[src/rtl/dac_front_pkg.sv]
package dac_front_pkg;
  localparam int CODE_W          = 12;
  localparam int SEG_BITS        = 3;
  localparam int SYNC_STAGES     = 2;
  localparam int SCLK_MIN_CYC    = 20;  // 80 ns at 4 ns
  localparam int CS_HIGH_MIN_CYC = 10;  // 40 ns at 4 ns

  typedef logic [CODE_W-1:0] code_t;

  function automatic code_t midscale();
    code_t c = '0;
    c[CODE_W-1] = 1'b1;
    return c;
  endfunction
endpackage

[src/rtl/dac_front_sync.sv]
module dac_front_sync #(
  parameter int             STAGES  = 2,
  parameter int             W       = 3,
  parameter logic [W-1:0]   RST_VAL = '0
) (
  input  logic         clk_i,
  input  logic         rst_ni,
  input  logic [W-1:0] d_i,
  output logic [W-1:0] q_o
);
  logic [W-1:0] stg [STAGES];

  for (genvar s = 0; s < STAGES; s++) begin : g_stg
    if (s == 0) begin : g_first
      always_ff @(posedge clk_i or negedge rst_ni)
        if (!rst_ni) stg[0] <= RST_VAL;
        else         stg[0] <= d_i;
    end else begin : g_next
      always_ff @(posedge clk_i or negedge rst_ni)
        if (!rst_ni) stg[s] <= RST_VAL;
        else         stg[s] <= stg[s-1];
    end
  end

  assign q_o = stg[STAGES-1];
endmodule

[src/rtl/dac_front_shift.sv]
module dac_front_shift #(
  parameter int W = 12
) (
  input  logic         clk_i,
  input  logic         rst_ni,
  input  logic         sclk_i,
  input  logic         csel_ni,
  input  logic         sdata_i,
  output logic [W-1:0] word_o,
  output logic         load_o
);
  logic sclk_q, csel_q, shift_en;

  always_ff @(posedge clk_i or negedge rst_ni)
    if (!rst_ni) begin
      sclk_q <= 1'b0;
      csel_q <= 1'b1;
    end else begin
      sclk_q <= sclk_i;
      csel_q <= csel_ni;
    end

  // select already high blocks a coincident serial edge
  assign shift_en = sclk_i & ~sclk_q & ~csel_ni;
  assign load_o   = csel_ni & ~csel_q;

  always_ff @(posedge clk_i or negedge rst_ni)
    if (!rst_ni)       word_o <= '0;
    else if (shift_en) word_o <= {word_o[W-2:0], sdata_i};
endmodule

[src/rtl/dac_front_hold.sv]
module dac_front_hold #(
  parameter int           W      = 12,
  parameter logic [W-1:0] PRESET = '0
) (
  input  logic         clk_i,
  input  logic         rst_ni,
  input  logic         load_i,
  input  logic [W-1:0] word_i,
  output logic [W-1:0] code_o
);
  always_ff @(posedge clk_i or negedge rst_ni)
    if (!rst_ni)     code_o <= PRESET;
    else if (load_i) code_o <= word_i;
endmodule

[src/rtl/dac_front_thermo.sv]
module dac_front_thermo #(
  parameter int IN_W  = 3,
  parameter int OUT_W = (1 << IN_W) - 1
) (
  input  logic [IN_W-1:0]  bin_i,
  output logic [OUT_W-1:0] therm_o
);
  for (genvar i = 0; i < OUT_W; i++) begin : g_line
    assign therm_o[i] = (int'(bin_i) > i);
  end
endmodule

[src/rtl/dac_front.sv]
module dac_front
  import dac_front_pkg::*;
#(
  parameter int CODE_W_P      = CODE_W,
  parameter int SEG_BITS_P    = SEG_BITS,
  parameter int SYNC_STAGES_P = SYNC_STAGES,
  localparam int SEG_W        = (1 << SEG_BITS_P) - 1,
  localparam int BIN_W        = CODE_W_P - SEG_BITS_P
) (
  input  logic             clk_i,
  input  logic             rst_ni,
  input  logic             csel_ni,
  input  logic             sclk_i,
  input  logic             sdata_i,
  output logic [SEG_W-1:0] seg_o,
  output logic [BIN_W-1:0] lsb_o
);
  localparam logic [CODE_W_P-1:0] MID = {1'b1, {(CODE_W_P-1){1'b0}}};

  // order: {csel, sclk, sdata}; select idles high
  logic [2:0] sync_q;
  logic [CODE_W_P-1:0] word, code;
  logic load;

  dac_front_sync #(
    .STAGES (SYNC_STAGES_P),
    .W      (3),
    .RST_VAL(3'b100)
  ) u_sync (
    .clk_i  (clk_i),
    .rst_ni (rst_ni),
    .d_i    ({csel_ni, sclk_i, sdata_i}),
    .q_o    (sync_q)
  );

  dac_front_shift #(.W(CODE_W_P)) u_shift (
    .clk_i   (clk_i),
    .rst_ni  (rst_ni),
    .sclk_i  (sync_q[1]),
    .csel_ni (sync_q[2]),
    .sdata_i (sync_q[0]),
    .word_o  (word),
    .load_o  (load)
  );

  dac_front_hold #(.W(CODE_W_P), .PRESET(MID)) u_hold (
    .clk_i  (clk_i),
    .rst_ni (rst_ni),
    .load_i (load),
    .word_i (word),
    .code_o (code)
  );

  dac_front_thermo #(.IN_W(SEG_BITS_P), .OUT_W(SEG_W)) u_thermo (
    .bin_i   (code[CODE_W_P-1 -: SEG_BITS_P]),
    .therm_o (seg_o)
  );

  assign lsb_o = code[BIN_W-1:0];
endmodule

[config.mk]
export PLATFORM = sky130hd
export DESIGN_NAME = dac_front
export DESIGN_NICKNAME = d
export VERILOG_FILES = /design/src/rtl/dac_front_pkg.sv /design/src/rtl/dac_front_sync.sv /design/src/rtl/dac_front_shift.sv /design/src/rtl/dac_front_hold.sv /design/src/rtl/dac_front_thermo.sv /design/src/rtl/dac_front.sv
export SDC_FILE = /design/constraint.sdc
export NUM_CORES = 1
export LEC_CHECK = 0
export ABC_AREA = 1
export BUFFER_PORTS_ARGS = -buffer_cell sky130_fd_sc_hd__buf_2
export CAP_MARGIN = 20
export CORE_ASPECT_RATIO = 0.9
export CORE_MARGIN = 3
export CORE_UTILIZATION = 40
export CTS_BUF_LIST = sky130_fd_sc_hd__clkbuf_16
export DETAILED_ROUTE_END_ITERATION = 10
export PLACE_DENSITY = 0.58
export REMOVE_ABC_BUFFERS = 1
export SYNTH_ARGS = -nofsm -noshare
export SYNTH_HDL_FRONTEND = slang
export SYNTH_SLANG_ARGS = --single-unit
[constraint.sdc]
create_clock -name clk_i -period 1.4 [get_ports clk_i]
set_input_delay 0.07 -clock clk_i [delete_from_list [all_inputs] [get_ports clk_i]]
set_output_delay 0.07 -clock clk_i [all_outputs]
set_load 0.05 [all_outputs]
==> results.toml <==
[power_and_ir_drop]
max-vdd-ir-drop_uv = 920
leakage_nw = 0.870
power_density_nw_per_um2 = 1650

[grt]
grt-ovfl-total = 0
grt_pass1_vias = 918
grt_pass1_wl_um = 4220
grt_use_total_pct = 14.6
grt_max_degree = 33
antenna_found_initial = 0

[cts]
cts_setup_buffers = 0
clk_pin_slew_ps = 50
clock_latency_ps = 270
numClockSinks = 32
cts_tree = "built"
root_buffer = "clkbuf_16"
cts_max_level = 2
cts_buffers = 5
clockBufferDepth = 2

[synth]
seq_area_frac_synth_pct = 62.0
yosysWarningCount = 0
synth_area_um2 = 1300
syn_inst = 136
avgSynthCellArea_um2 = 9.56
synth_cell_types = 15
postSynthRegisterBits = 32

[timing]
hold_viol = 0
setup_slack_ps = 65.5
rsz0062_at_grt = "no"
skew_ps = 2.64
holdWs_ps = 347
fin_crit_sh_pct = 95.3
maxSlewHeadroom_pct = 54.0
finalSetupViolCount = 0
worst_pin_slew_ps = 691
max_clock_freq_ghz = 0.749
min_period_ps = 1330
maxSlewViolCount = 0

[finish]
multi_input_area_um2 = 355
nets = 159
final_core_util_pct = 52.8
synthToLayoutAreaGrowth_pct = 19.0
num-fill-cells = 269
layout_common_cells = "51 x nand2_1, 28 x dfrtp_1, 19 x buf_2, 13 x nand3_1, 12 x nand4_1"
regArea_um2 = 806
fin_cells = 195
mostFrequentLayoutCell = "nand2_1"
drive_above_1_share_pct = 22.6
diodes = 0

[worst_setup_path]
timing.rr.start = "u_sync.q_o[2]"
path_class = "reg -> out"
crit_path_end = "seg_o[6]"
cp-startpoint = "u_hold.code_o[11]"
arrival_ps = 1260
reg2reg_setup_slack_ps = 180
required_ps = 1330
r2r_cells = 3
cp-start-kind = "flip-flop"
critical_path.max_fanout = 4
r2r_end = "u_hold.code_o[2]"
end_kind = "primary output"

[floorplanning]
die_y_um = 60.1
core_um2 = 2930
fp.dieW_um = 66.1
core.rowCount = 18
start_util_pct = 44.4
ios = 21
die_area_um2 = 3970

[drt]
via_count = 942
drc = 0
drtIter0Drc = 20
viasPerCell = 4.83
wl_per_cell_um = 12.6
routed_wl_um = 2460
first_pass_iters = 4
drtAntennaViolNets = 0

[placement]
pre_cts_ws_ps = 167
dp_hpwl_um = 1650
dpl.cell_count = 183
gp_congestion = 0.844
numPortBuffers = 20

[worst_hold_path]
hp-class = "reg -> reg"

[job]
maxCapViolCount = 0

[status]
outcome = "finished clean"
cell families after synthesis:
| group | Yosys count | synth area share [%] |
|---|---|---|
| AND/OR/NAND/NOR | 78 | 26.6 |
| flip-flops | 32 | 62.0 |
| buffers and inverters | 24 | 10.7 |
| AO/OA/AOI/OAI | 2 | 0.769 |
critical path: stages (launching register included):
cell     delay, ps
dfstp_2        540
nand2_1         70
nor2_1         110
buf_2          270
routing by layer:
metal	wire length [um]	vias to the layer above	track usage, %
met5	0	-	0
met4	40	0	5.22
met3	145	7	6.77
met2	1150	21	23.5
met1	1120	448	17.3
li1	-	466	-
timing repair:
action                                  4_1_cts  5_1_grt
endpoints found under the hold margin        31        0
endpoints found under the setup margin        0        1
gates resized for setup                       0        1
hold buffers                                  4        0
synth_stat cells:
cell type / count / area (um2)
nor2_1: 1 / 3.75
buf_6: 1 / 11.3
inv_1: 6 / 22.5
nand3_1: 13 / 65.1
nand4_1: 12 / 75.1
dfrtp_1: 28 / 701
inv_2: 1 / 3.75
clkbuf_1: 1 / 3.75
buf_2: 6 / 30.0
buf_4: 9 / 67.6
nand2_1: 51 / 191
nand3_2: 1 / 10.0
o21ai_0: 1 / 5.00
dfstp_2: 4 / 105
a21oi_1: 1 / 5.00
worst min-delay path by stage:
stage	start	to	slack [ps]	cells past startpoint
floorplan	rst_ni	u_hold.code_o[0]	-230	0
CTS	u_sync.stg[4]	u_sync.q_o[1]	350	0
global route	u_sync.stg[4]	u_sync.q_o[1]	350	0
global placement	rst_ni	u_hold.code_o[9]	150	1
finish	u_sync.stg[4]	u_sync.q_o[1]	350	0
detailed placement	rst_ni	u_hold.code_o[7]	160	1
sequential cells by signal, indices dropped and copies added, names as in the netlist:
| name | flops |
|---|---|
| u_hold.code_o | 12 |
| u_shift.word_o | 12 |
| u_sync.q_o | 3 |
| u_sync.stg | 3 |
| u_shift.csel_q | 1 |
| u_shift.sclk_q | 1 |
where the power goes:
part / internal [mW] / leakage (nW) / switching, mW
Combinational: 0.109 / 0.382 / 0.333
Clock: 0.635 / 0.0776 / 0.337
Sequential: 1.06 / 0.411 / 0.0878
Total: 1.80 / 0.870 / 0.757
final cells by class:
| type | instances | share of cell area (%) |
|---|---|---|
| sequential | 32 | 52.1 |
| multi-input combinational | 80 | 23.0 |
| timing repair buffer | 28 | 11.2 |
| clock buffer | 5 | 8.09 |
| tap | 40 | 3.24 |
| inverter | 7 | 1.70 |
| clock inverter | 3 | 0.728 |
through the flow:
step / total power, mW / area (um2) / TNS [ps]
floorplan: 1.45 / 1190 / -552
global placement: 1.59 / 1370 / 0
detailed placement: 1.59 / 1370 / 0
CTS: 2.60 / 1540 / 0
global route: 2.69 / 1550 / 0
finish: 2.56 / 1550 / 0
Note: power is estimated with default switching activity, not from simulation.
